$ cat config.mk
export PLATFORM = sky130hd
export DESIGN_NAME = cal_sequencer
export DESIGN_NICKNAME = d
export VERILOG_FILES = /design/src/rtl/cal_seq_pkg.sv /design/src/rtl/cal_chan_select.sv /design/src/rtl/cal_offset_track.sv /design/src/rtl/cal_ready_out.sv /design/src/rtl/cal_sequencer.sv
export SDC_FILE = /design/constraint.sdc
export NUM_CORES = 1
export LEC_CHECK = 0
export BUFFER_PORTS_ARGS = -buffer_cell sky130_fd_sc_hd__buf_2
export CAP_MARGIN = 20
export CORE_MARGIN = 2
export CORE_UTILIZATION = 44
export CTS_CLUSTER_SIZE = 40
export DETAILED_ROUTE_END_ITERATION = 10
export PLACE_DENSITY = 0.74
export SLEW_MARGIN = 10
export SYNTH_ARGS = -nofsm -noshare
export SYNTH_HDL_FRONTEND = slang
export SYNTH_HIERARCHICAL = 1
export SYNTH_SLANG_ARGS = --single-unit
$ cat constraint.sdc
create_clock -name clk -period 1.9 [get_ports clk]
set_input_delay 0.095 -clock clk [delete_from_list [all_inputs] [get_ports clk]]
set_output_delay 0.095 -clock clk [all_outputs]
set_load 0.05 [all_outputs]
$ cat src/rtl/cal_seq_pkg.sv
package cal_seq_pkg;

  localparam logic [2:0] MODE_STANDBY = 3'd0;
  localparam logic [2:0] MODE_INT_ZS  = 3'd1;
  localparam logic [2:0] MODE_INT_FS  = 3'd2;
  localparam logic [2:0] MODE_SYS_ZS  = 3'd3;
  localparam logic [2:0] MODE_SYS_FS  = 3'd4;

  localparam logic [1:0] MUX_PINS      = 2'd0;
  localparam logic [1:0] MUX_SHORT_NEG = 2'd1;
  localparam logic [1:0] MUX_FS_SRC    = 2'd2;

  typedef enum logic [1:0] {
    SQ_IDLE  = 2'd0,
    SQ_START = 2'd1,
    SQ_WAIT  = 2'd2
  } seq_state_t;

  function automatic logic is_cal_mode(input logic [2:0] m);
    return (m >= MODE_INT_ZS) && (m <= MODE_SYS_FS);
  endfunction

  function automatic logic is_full_scale(input logic [2:0] m);
    return (m == MODE_INT_FS) || (m == MODE_SYS_FS);
  endfunction

  function automatic logic [1:0] mux_for(input logic [2:0] m);
    case (m)
      MODE_INT_ZS: return MUX_SHORT_NEG;
      MODE_INT_FS: return MUX_FS_SRC;
      default:     return MUX_PINS;
    endcase
  endfunction

endpackage

$ cat src/rtl/cal_chan_select.sv
module cal_chan_select #(
  parameter int NUM_CH  = 8,
  parameter int SETUP_W = 2
) (
  input  logic [NUM_CH-1:0]         ch_en,
  input  logic [NUM_CH*SETUP_W-1:0] ch_setup,
  input  logic [NUM_CH-1:0]         ch_is_current,
  output logic                      one_ch,
  output logic [SETUP_W-1:0]        sel_setup,
  output logic                      sel_current
);
  localparam int IDX_W = (NUM_CH > 1) ? $clog2(NUM_CH) : 1;
  localparam int CNT_W = $clog2(NUM_CH + 1);

  logic [CNT_W-1:0] en_count;
  logic [IDX_W-1:0] en_index;

  always_comb begin
    en_count = '0;
    en_index = '0;
    for (int i = 0; i < NUM_CH; i++) begin
      if (ch_en[i]) begin
        en_count = en_count + 1'b1;
        en_index = i[IDX_W-1:0];
      end
    end
  end

  assign one_ch      = (en_count == CNT_W'(1));
  assign sel_setup   = ch_setup[en_index*SETUP_W +: SETUP_W];
  assign sel_current = ch_is_current[en_index];

endmodule

$ cat src/rtl/cal_offset_track.sv
module cal_offset_track #(
  parameter int NUM_SETUP = 4,
  parameter int SETUP_W   = 2,
  parameter int REF_W     = 2
) (
  input  logic                       clk,
  input  logic                       rst_n,
  input  logic [NUM_SETUP*REF_W-1:0] ref_sel,
  input  logic                       set_en,
  input  logic [SETUP_W-1:0]         set_setup,
  output logic [NUM_SETUP-1:0]       offset_valid
);

  for (genvar s = 0; s < NUM_SETUP; s++) begin : g_setup
    logic [REF_W-1:0] ref_q;
    logic             ref_chg;
    logic             hit;

    assign ref_chg = (ref_sel[s*REF_W +: REF_W] != ref_q);
    assign hit     = set_en && (set_setup == SETUP_W'(s));

    always_ff @(posedge clk or negedge rst_n) begin
      if (!rst_n) begin
        ref_q           <= '0;
        offset_valid[s] <= 1'b0;
      end else begin
        ref_q <= ref_sel[s*REF_W +: REF_W];
        if (ref_chg)  offset_valid[s] <= 1'b0;
        else if (hit) offset_valid[s] <= 1'b1;
      end
    end

    AST_REF_CLEARS_OFFSET: assert property (@(posedge clk) disable iff (!rst_n)
      ref_chg |=> !offset_valid[s]);
    AST_OFFSET_BECOMES_VALID: assert property (@(posedge clk) disable iff (!rst_n)
      (hit && !ref_chg) |=> offset_valid[s]);
  end

endmodule

$ cat src/rtl/cal_ready_out.sv
module cal_ready_out (
  input  logic clk,
  input  logic rst_n,
  input  logic cs_n,
  input  logic cal_start,
  input  logic cal_finish,
  input  logic busy,
  output logic rdy_pin
);

  always_ff @(posedge clk or negedge rst_n) begin
    if (!rst_n)                             rdy_pin <= 1'b0;
    else if (cal_start)                     rdy_pin <= 1'b1;
    else if (!cs_n && (!busy || cal_finish)) rdy_pin <= 1'b0;
  end

  AST_PIN_RISES_AT_START: assert property (@(posedge clk) disable iff (!rst_n)
    cal_start |=> rdy_pin);
  AST_PIN_HELD_CS_HIGH: assert property (@(posedge clk) disable iff (!rst_n)
    (rdy_pin && cs_n) |=> rdy_pin);
  AST_PIN_DROPS_CS_LOW: assert property (@(posedge clk) disable iff (!rst_n)
    (!cs_n && !cal_start && (!busy || cal_finish)) |=> !rdy_pin);

endmodule

$ cat src/rtl/cal_sequencer.sv
module cal_sequencer
  import cal_seq_pkg::*;
#(
  parameter int NUM_CH    = 8,
  parameter int NUM_SETUP = 4,
  parameter int DATA_W    = 24,
  parameter int REF_W     = 2,
  parameter int SETUP_W   = (NUM_SETUP > 1) ? $clog2(NUM_SETUP) : 1
) (
  input  logic                       clk,
  input  logic                       rst_n,
  input  logic                       mode_wr,
  input  logic [2:0]                 mode_wdata,
  input  logic [NUM_CH-1:0]          ch_en,
  input  logic [NUM_CH*SETUP_W-1:0]  ch_setup,
  input  logic [NUM_CH-1:0]          ch_is_current,
  input  logic [NUM_SETUP*REF_W-1:0] ref_sel,
  input  logic                       cs_n,
  input  logic                       conv_done,
  input  logic [DATA_W-1:0]          conv_result,
  output logic                       conv_start,
  output logic [1:0]                 mux_sel,
  output logic                       coef_wr_en,
  output logic                       coef_wr_gain,
  output logic [SETUP_W-1:0]         coef_wr_setup,
  output logic [DATA_W-1:0]          coef_wr_data,
  output logic [2:0]                 mode_cur,
  output logic                       rdy_bit,
  output logic                       rdy_pin,
  output logic                       cal_err
);

  seq_state_t             state_q;
  logic [SETUP_W-1:0]     cal_setup_q;
  logic                   one_ch;
  logic [SETUP_W-1:0]     sel_setup;
  logic                   sel_current;
  logic [NUM_SETUP-1:0]   offset_valid;

  // Named events for the assertions and the submodules
  logic idle_write, want_cal, refuse, cal_accept, cal_reject, plain_write;
  logic cal_finish, busy, offset_done;

  cal_chan_select #(.NUM_CH(NUM_CH), .SETUP_W(SETUP_W)) u_sel (
    .ch_en        (ch_en),
    .ch_setup     (ch_setup),
    .ch_is_current(ch_is_current),
    .one_ch       (one_ch),
    .sel_setup    (sel_setup),
    .sel_current  (sel_current)
  );

  assign busy        = (state_q != SQ_IDLE);
  assign idle_write  = mode_wr && !busy;
  assign want_cal    = is_cal_mode(mode_wdata);
  assign refuse      = !one_ch
                     || ((mode_wdata == MODE_INT_FS) && sel_current)
                     || (is_full_scale(mode_wdata) && !offset_valid[sel_setup]);
  assign cal_accept  = idle_write && want_cal && !refuse;
  assign cal_reject  = idle_write && want_cal && refuse;
  assign plain_write = idle_write && !want_cal;
  assign cal_finish  = (state_q == SQ_WAIT) && conv_done;
  assign offset_done = cal_finish && !is_full_scale(mode_cur);

  cal_offset_track #(.NUM_SETUP(NUM_SETUP), .SETUP_W(SETUP_W), .REF_W(REF_W)) u_track (
    .clk         (clk),
    .rst_n       (rst_n),
    .ref_sel     (ref_sel),
    .set_en      (offset_done),
    .set_setup   (cal_setup_q),
    .offset_valid(offset_valid)
  );

  cal_ready_out u_rdy (
    .clk       (clk),
    .rst_n     (rst_n),
    .cs_n      (cs_n),
    .cal_start (cal_accept),
    .cal_finish(cal_finish),
    .busy      (busy),
    .rdy_pin   (rdy_pin)
  );

  always_ff @(posedge clk or negedge rst_n) begin
    if (!rst_n) begin
      state_q     <= SQ_IDLE;
      mode_cur    <= MODE_STANDBY;
      cal_err     <= 1'b0;
      rdy_bit     <= 1'b0;
      cal_setup_q <= '0;
    end else begin
      case (state_q)
        SQ_IDLE: begin
          if (cal_accept) begin
            state_q     <= SQ_START;
            mode_cur    <= mode_wdata;
            cal_err     <= 1'b0;
            rdy_bit     <= 1'b1;
            cal_setup_q <= sel_setup;
          end else if (cal_reject) begin
            cal_err <= 1'b1;
          end else if (plain_write) begin
            mode_cur <= mode_wdata;
            cal_err  <= 1'b0;
          end
        end
        SQ_START: state_q <= SQ_WAIT;
        SQ_WAIT: begin
          if (conv_done) begin
            state_q  <= SQ_IDLE;
            mode_cur <= MODE_STANDBY;
            rdy_bit  <= 1'b0;
          end
        end
        default: state_q <= SQ_IDLE;
      endcase
    end
  end

  always_ff @(posedge clk or negedge rst_n) begin
    if (!rst_n) begin
      coef_wr_en    <= 1'b0;
      coef_wr_gain  <= 1'b0;
      coef_wr_setup <= '0;
      coef_wr_data  <= '0;
    end else begin
      coef_wr_en <= cal_finish;
      if (cal_finish) begin
        coef_wr_gain  <= is_full_scale(mode_cur);
        coef_wr_setup <= cal_setup_q;
        coef_wr_data  <= conv_result;
      end
    end
  end

  assign conv_start = (state_q == SQ_START);
  assign mux_sel    = busy ? mux_for(mode_cur) : MUX_PINS;

  AST_START_ONE_CHANNEL: assert property (@(posedge clk) disable iff (!rst_n)
    $rose(conv_start) |-> $onehot($past(ch_en)));
  AST_REJECT_KEEPS_MODE: assert property (@(posedge clk) disable iff (!rst_n)
    cal_reject |=> (cal_err && !rdy_bit && !conv_start && mode_cur == $past(mode_cur)));
  AST_READY_ON_ACCEPT: assert property (@(posedge clk) disable iff (!rst_n)
    cal_accept |=> (rdy_bit && conv_start && !cal_err));
  AST_MUX_PINS_WHEN_IDLE: assert property (@(posedge clk) disable iff (!rst_n)
    !rdy_bit |-> (mux_sel == MUX_PINS));
  AST_WRITE_AT_STANDBY: assert property (@(posedge clk) disable iff (!rst_n)
    coef_wr_en |-> (!rdy_bit && mode_cur == MODE_STANDBY));
  AST_WRITE_ONE_CYCLE: assert property (@(posedge clk) disable iff (!rst_n)
    coef_wr_en |=> !coef_wr_en);
  AST_NO_INT_FS_ON_CURRENT: assert property (@(posedge clk) disable iff (!rst_n)
    ($rose(conv_start) && mode_cur == MODE_INT_FS) |-> !$past(|(ch_en & ch_is_current)));
  AST_BUSY_IGNORES_WRITE: assert property (@(posedge clk) disable iff (!rst_n)
    (conv_start || (busy && !conv_done)) |=> (mode_cur == $past(mode_cur) && rdy_bit));

endmodule

==> results.sh, run 1 <==
export IMPL_status="finished with violations"
export IMPL_violations="negative setup slack"
export IMPL_clkTransAtPathRegs_ns=0.08
export IMPL_yosysWarningCount=6
export IMPL_firstDrtPassIters=4
export IMPL_cts_buffers=5
export IMPL_syn2layout_area_growth_pct=54.6
export IMPL_synthMuxAreaShare=0.0844
export IMPL_track_usage=0.217
export IMPL_p_leak_uw=0.00223
export IMPL_required_ns=2.08
export IMPL_drive_gt1_frac=0.440
export IMPL_fin_tns_setup_ns=-17.52
export IMPL_cp_num_buf_inv=4
export IMPL_yosysUniqueCellTypes=55
export IMPL_arrival_ns=4.14
export IMPL_finClkSkew_ns=0.00558
export IMPL_layout_nets=543
export IMPL_min_path_type="input pin to flop"
export IMPL_path_delay_family="adder cells"
export IMPL_die_area_um2=6990
export IMPL_hold_slack_ns=0.100
export IMPL_ant_nets=0
export IMPL_slowest_stage="or4_4"
export IMPL_fp_coreArea_um2=6030
export IMPL_cts_htree_levels=2
export IMPL_grt_pass1_vias=2689
export IMPL_synth_seq_cells=50
export IMPL_fmax_mhz=253
export IMPL_cts_tree="done"
export IMPL_clkSinkCount=50
export IMPL_synthSimpleGateAreaFrac=0.229
export IMPL_rsz0062_at_grt="true"
export IMPL_io_buffers=108
export IMPL_vdd_drop_max_mv=0.963
export IMPL_syn_nets=364
export IMPL_vias=2652
export IMPL_synth_top_area_share=0.449
export IMPL_fill_cells=457
export IMPL_critical_path_max_fanout=3
export IMPL_gp_congestion=0.895
export IMPL_hold_viol_final=0
export IMPL_drc=0
export IMPL_drv_slew=0
export IMPL_place_area_um2=3740
export IMPL_antenna_found_initial=0
export IMPL_fin_ws_ns=-2.06
export IMPL_wl_per_cell_um=13.7
export IMPL_hpwl_um=5280
export IMPL_die_h_um=83.6
export IMPL_grt_overflow=0
export IMPL_clk_latency_ns=0.29
export IMPL_final_seq_area_um2=1250
export IMPL_yosysTopAreaCell="dfrtp_1"
export IMPL_layout_min_cycle_time_ns=3.96
export IMPL_synth_xor_area_frac=0.0803
export IMPL_setup_viol=9
export IMPL_path_cells="buf_8, inv_8, ha_4, xnor2_4, inv_2, ha_4, nand2_4, o31ai_4, ha_4, nor2b_4, nor2_2, ha_1, a22o_1, ha_1, inv_2, a21oi_4, ha_4, nand2_1, or4_4, a211oi_4, nand2_2, nor3b_4, mux2_4"
export IMPL_synth_edf_count=0
export IMPL_multi_input_area_um2=1600
export IMPL_cts_buffer_depth=2
export IMPL_synthTopCellsByArea="dfrtp_1 45%, nand2_1 12%, mux4_2 5.7%, ha_1 3.1%, xnor2_1 2.8%"
export IMPL_p_per_area_nw_per_um2=1200
export IMPL_die_w_um=83.6
export IMPL_synth_fa_ha_area_frac=0.0314
export IMPL_synthArstFlopShare=1.00
export IMPL_synth_top_family_by_area="simple AND/OR/NAND/NOR gates"
export IMPL_synthFlopType="dfrtp_1"
export IMPL_diodes=0
export IMPL_max_stage_delay_ns=0.54
export IMPL_root_buffer="clkbuf_8"
export IMPL_wl_um=7400
export IMPL_maxCapViolations=0
export IMPL_grt_max_degree=51
export IMPL_critPathLaunchType="input pin"
export IMPL_cp_common_cell="ha_4"
export IMPL_synthCells=285
export IMPL_fin_crit_sh=2.08
export IMPL_drt_iter0_drc=101
export IMPL_pre_cts_ws_ns=-2.53
export IMPL_crit_path_end_kind="flop"
export IMPL_relSlewSlack=0.582
export IMPL_criticalPathCategory="input pin to flop"
export IMPL_stdcell_area_um2=4310
export IMPL_vias_per_cell=4.92
export IMPL_grt_pass1_wl_um=12300
export IMPL_syn_area_um2=2790
export IMPL_yosysSeqAreaShare=0.449
export IMPL_utilization=0.715
export IMPL_syn_avg_cell_area_um2=9.78
export IMPL_initial_core_util=0.463
export IMPL_worstMarginPinSlew_ns=0.621
export IMPL_synth_compound_area_frac=0.0902
export IMPL_rows=28
export IMPL_io_pins=109
[per-stage QoR]
stage | total power [uW] | std cells
after floorplan | 3650 | 285
after global placement | 4350 | 492
after detailed placement | 4410 | 492
after CTS | 5120 | 538
after global routing | 5510 | 539
final | 5190 | 539
[kinds of logic (layout without fill, tap and decap cells)]
group | after synthesis | count (layout)
AOI/OAI and AO/OA | 35 | 35
xor gates and xnor gates | 20 | 20
adders and majority gates | 7 | 7
buffers and inverters | 25 | 204
DFF | 50 | 50
muxes | 14 | 14
and+or+nand+nor | 134 | 134
[final timing paths]
path,start,to,slack [ns],cells after the start
worst max-delay path,ch_en[0],cal_setup_q[0],-2.06,23
worst min-delay path,mode_wdata[2],mode_cur[2],0.10,3
worst min register to register,coef_wr_data[14],coef_wr_data[14],0.48,2
max in group asynchronous,rst_n,u_track/g_setup[3].ref_q[1],1.37,3
worst max register to register,u_track/offset_valid[3],cal_setup_q[0],0.03,4
min in group asynchronous,rst_n,coef_wr_en,0.31,3
[cell usage in the layout (no fill, tap or decap), types with 3 or more instances in the layout]
cell / n
a21oi_1: 4
a31oi_1: 3
buf_2: 106
buf_4: 40
clkbuf_8: 5
dfrtp_1: 50
dlygate4sd3_1: 34
ha_1: 3
ha_4: 4
inv_1: 9
inv_2: 3
mux2_2: 3
mux4_2: 7
nand2_1: 87
nand3b_1: 4
nor2_1: 10
nor2_2: 3
nor3b_1: 5
o21ai_0: 5
xnor2_1: 8
xor2_1: 8
[sequential cells by signal, indices dropped and copies added, names as in the netlist, 2 cells and up]
register,cells
state_q,2
coef_wr_setup,2
mode_cur,3
cal_setup_q,2
u_track/offset_valid,4
u_track/g_setup.ref_q,8
coef_wr_data,24
[cells in the mapped netlist, types with 2 or more instances]
master / instances
mux2_2: 3
o21ai_0: 5
nand2_1: 89
o21ai_1: 3
buf_1: 4
nand2b_1: 2
or3_1: 2
nor4_1: 3
a31oi_1: 3
nor2_1: 13
xnor2_1: 9
xor2_1: 8
nor2b_1: 2
dfrtp_1: 50
a21oi_1: 6
o31ai_1: 3
buf_2: 2
nand3_1: 2
clkbuf_1: 4
mux2_1: 3
ha_1: 7
nor3b_4: 2
nand3b_1: 4
a211oi_2: 3
inv_1: 13
mux4_2: 7
nor3b_1: 5
[power by group]
group	switching (uW)	internal (uW)
Combinational	1990	960
Sequential	237	1430
Clock	322	248
[area by class of cell]
type / count / share of cell area
well taps: 75 / 0.0218
inverters: 14 / 0.0151
repair buffers: 183 / 0.283
clock buffers: 5 / 0.0160
clock inverters: 2 / 0.00232
flip-flops and latches: 50 / 0.290
multi-input cells: 210 / 0.371
[metal layers]
metal | routed length, um | GRT usage | vias up | part of all wire
li1 | - | - | 1322 | -
met1 | 3060 | 0.258 | 1235 | 0.41
met2 | 3860 | 0.396 | 83 | 0.52
met3 | 332 | 0.0406 | 12 | 0.045
met4 | 144 | 0.0689 | 0 | 0.019
met5 | 0 | 0 | - | 0
[repair_timing]
action,4_1_cts,5_1_grt
hold buffers,34,0
hold endpoints to repair,83,0
setup endpoints to repair,9,9
gates resized for setup,10,11
gates cloned,0,0
setup buffers,5,1
pin swaps,16,15
[worst register-to-register path, cell delays in order (launching register included)]
cell and delay [ns]:
dfrtp_1 0.38, mux4_2 0.51, or3_4 0.39, nor3b_4 0.17, mux2_4 0.30
(Power assumes the default switching activity.)
==> run 2: changes to the inputs <==
--- a/config.mk
+++ b/config.mk
@@ -11,2 +11,3 @@
 export CORE_UTILIZATION = 44
+export CTS_BUF_LIST = sky130_fd_sc_hd__clkbuf_16
 export CTS_CLUSTER_SIZE = 40
==> constraint.sdc (replaced) <==
create_clock -name clk -period 1.9 [get_ports clk]
set_input_delay 0.285 -clock clk [delete_from_list [all_inputs] [get_ports clk]]
set_output_delay 0.285 -clock clk [all_outputs]
set_load 0.05 [all_outputs]
==> run 2 against run 1 <==
Net effect: the flow still finishes with violations (negative setup slack); largest cell class unchanged; register-to-register slack is essentially flat; sequential share of layout area is 1.6 points higher; non-clock buffer count decreased by 30; hold slack better by 0.035 ns; power increased by 4.5%; critical path depth unchanged; combinational power is 2% lower; global-route usage shrank 1.9 points; first-iteration DRC count is 46% lower; routed wire length is 7.4% lower; cell count is 5.4% lower; core utilization fell by 3.8 points.
==> results.sh, run 2 (same netlist as run 1, synthesis figures left out) <==
export IMPL_status="finished with violations"
export IMPL_violations="negative setup slack"
export IMPL_critPathLaunchType="input pin"
export IMPL_pre_cts_ws_ns=-2.77
export IMPL_final_seq_area_um2=1250
export IMPL_layout_nets=513
export IMPL_clkSinkCount=50
export IMPL_p_per_area_nw_per_um2=1330
export IMPL_place_area_um2=3750
export IMPL_reg_top3="coef_wr_data x24, u_track/g_setup.ref_q x8, u_track/offset_valid x4"
export IMPL_fin_tns_setup_ns=-19.20
export IMPL_cts_tree="done"
export IMPL_power_internal_uw=2840
export IMPL_wl_per_cell_um=13.4
export IMPL_gp_congestion=0.920
export IMPL_arrival_ns=4.34
export IMPL_worstMarginPinSlew_ns=0.513
export IMPL_pwr_share_seq=0.309
export IMPL_path_cells="buf_8, inv_8, ha_4, xnor2_4, inv_2, ha_4, nand2_4, o31ai_4, ha_4, nor2b_4, nor2_2, ha_1, a22o_1, ha_1, inv_2, a21oi_4, ha_4, nand2_2, or4_4, a211oi_4, nand2_2, nor3b_4, mux2_4"
export IMPL_vias=2525
export IMPL_fin_ws_ns=-2.28
export IMPL_root_buffer="clkbuf_16"
export IMPL_p_clk_frac=0.157
export IMPL_die_h_um=83.6
export IMPL_clk_latency_ns=0.28
export IMPL_place_inst=492
export IMPL_drive_gt1_frac=0.478
export IMPL_slowest_stage="or4_4"
export IMPL_grt_max_degree=25
export IMPL_rows=28
export IMPL_cp_common_cell="ha_4"
export IMPL_setup_viol=9
export IMPL_critical_path_max_fanout=3
export IMPL_ant_nets=0
export IMPL_multi_input_area_um2=1620
export IMPL_crit_path_end_kind="flop"
export IMPL_die_w_um=83.6
export IMPL_diodes=0
export IMPL_min_path_type="input pin to flop"
export IMPL_cts_htree_levels=2
export IMPL_hold_viol_final=0
export IMPL_grt_pass1_wl_um=11500
export IMPL_fill_cells=494
export IMPL_fp_coreArea_um2=6030
export IMPL_io_pins=109
export IMPL_pwr_share_comb=0.534
export IMPL_io_buffers=108
export IMPL_cts_buffer_depth=2
export IMPL_grt_pass1_vias=2501
export IMPL_p_sw_frac=0.475
export IMPL_total_power_uw=5420
export IMPL_regMostFlops="coef_wr_data"
export IMPL_most_common_layout_cells="106 x buf_2, 86 x nand2_1, 50 x dfrtp_1, 43 x buf_4, 10 x nor2_1"
export IMPL_largest_reg_flops=24
export IMPL_grt_overflow=0
export IMPL_required_ns=2.06
export IMPL_fmax_mhz=239
export IMPL_max_stage_delay_ns=0.54
export IMPL_hpwl_um=5510
export IMPL_maxCapViolations=0
export IMPL_track_usage=0.198
export IMPL_criticalPathCategory="input pin to flop"
export IMPL_drv_slew=0
export IMPL_instances_no_fill=510
export IMPL_syn2layout_area_growth_pct=46.5
export IMPL_cts_buffers=5
export IMPL_stdcell_area_um2=4080
export IMPL_antenna_found_initial=0
export IMPL_layout_min_cycle_time_ns=4.18
export IMPL_die_area_um2=6990
export IMPL_drt_iter0_drc=55
export IMPL_initial_core_util=0.463
export IMPL_relSlewSlack=0.658
export IMPL_finClkSkew_ns=0.00859
export IMPL_drc=0
export IMPL_firstDrtPassIters=4
export IMPL_p_sw_uw=2580
export IMPL_fin_crit_sh=2.20
export IMPL_wl_um=6850
export IMPL_final_common_cell="buf_2"
export IMPL_vias_per_cell=4.95
export IMPL_rsz0062_at_grt="true"
export IMPL_vdd_drop_max_mv=1.07
export IMPL_clkTransAtPathRegs_ns=0.06
export IMPL_p_leak_uw=0.00213
[run 2: metrics by stage]
stage | utilization | hold WS, ns
6_report | 0.678 | 0.135
5_1_grt | 0.678 | 0.127
4_1_cts | 0.664 | 0.123
3_5_place_dp | 0.622 | 0.288
3_3_place_gp | 0.622 | 0.290
2_1_floorplan | - | -0.0106
[run 2: path summary, 6_finish.rpt]
| check | start | to | slack (ns) | depth (start not counted) |
|---|---|---|---|---|
| worst max-delay path | ch_en[0] | cal_setup_q[0] | -2.28 | 23 |
| worst min-delay path | ref_sel[0] | u_track/g_setup[0].ref_q[0] | 0.14 | 1 |
| worst max register to register | u_track/offset_valid[3] | cal_setup_q[0] | 0.03 | 4 |
| worst min register to register | coef_wr_data[17] | coef_wr_data[17] | 0.47 | 2 |
| max in group asynchronous | rst_n | coef_wr_data[7] | 0.79 | 3 |
| min in group asynchronous | rst_n | coef_wr_data[11] | 0.51 | 2 |
[run 2: routing by layer]
metal  share of wire  GRT usage  vias up
li1                -          -     1267
met3           0.043     0.0317        8
met4           0.014     0.0543        0
met5               0          0        -
met1            0.43      0.264     1186
met2            0.51      0.337       64
[run 2: layout make-up]
class | instances | share of cell area
Clock buffer | 5 | 0.0306
Clock inverter | 3 | 0.00521
Inverter | 14 | 0.0159
Multi-Input combinational cell | 210 | 0.397
Sequential cell | 50 | 0.306
Tap cell | 75 | 0.0230
Timing Repair Buffer | 153 | 0.222
[run 2: what timing repair did]
action	4_1_cts	5_1_grt
pin swaps	16	17
setup buffers	7	4
hold endpoints to repair	22	0
hold buffers	1	0
resized for setup	11	12
endpoints found under the setup margin	9	9
[run 2: worst max-delay path, delay by kind of cell]
kind	cells	cell delay, ns
XOR/XNOR	1	0.12
AND/OR/NAND/NOR	7	1.18
multiplexers	1	0.32
buffers and inverters	4	0.23
AO/OA/AOI/OAI	4	0.67
adder cells (fa/ha/maj)	6	1.53
[run 2: power by group through the flow]
stage / registers [uW] / clock network (uW) / logic [uW]
2_1_floorplan: 2840 / 0 / 834
3_3_place_gp: 1680 / 0 / 2680
3_5_place_dp: 1690 / 0 / 2740
4_1_cts: 1670 / 887 / 2830
5_1_grt: 1730 / 939 / 3080
6_report: 1670 / 852 / 2900
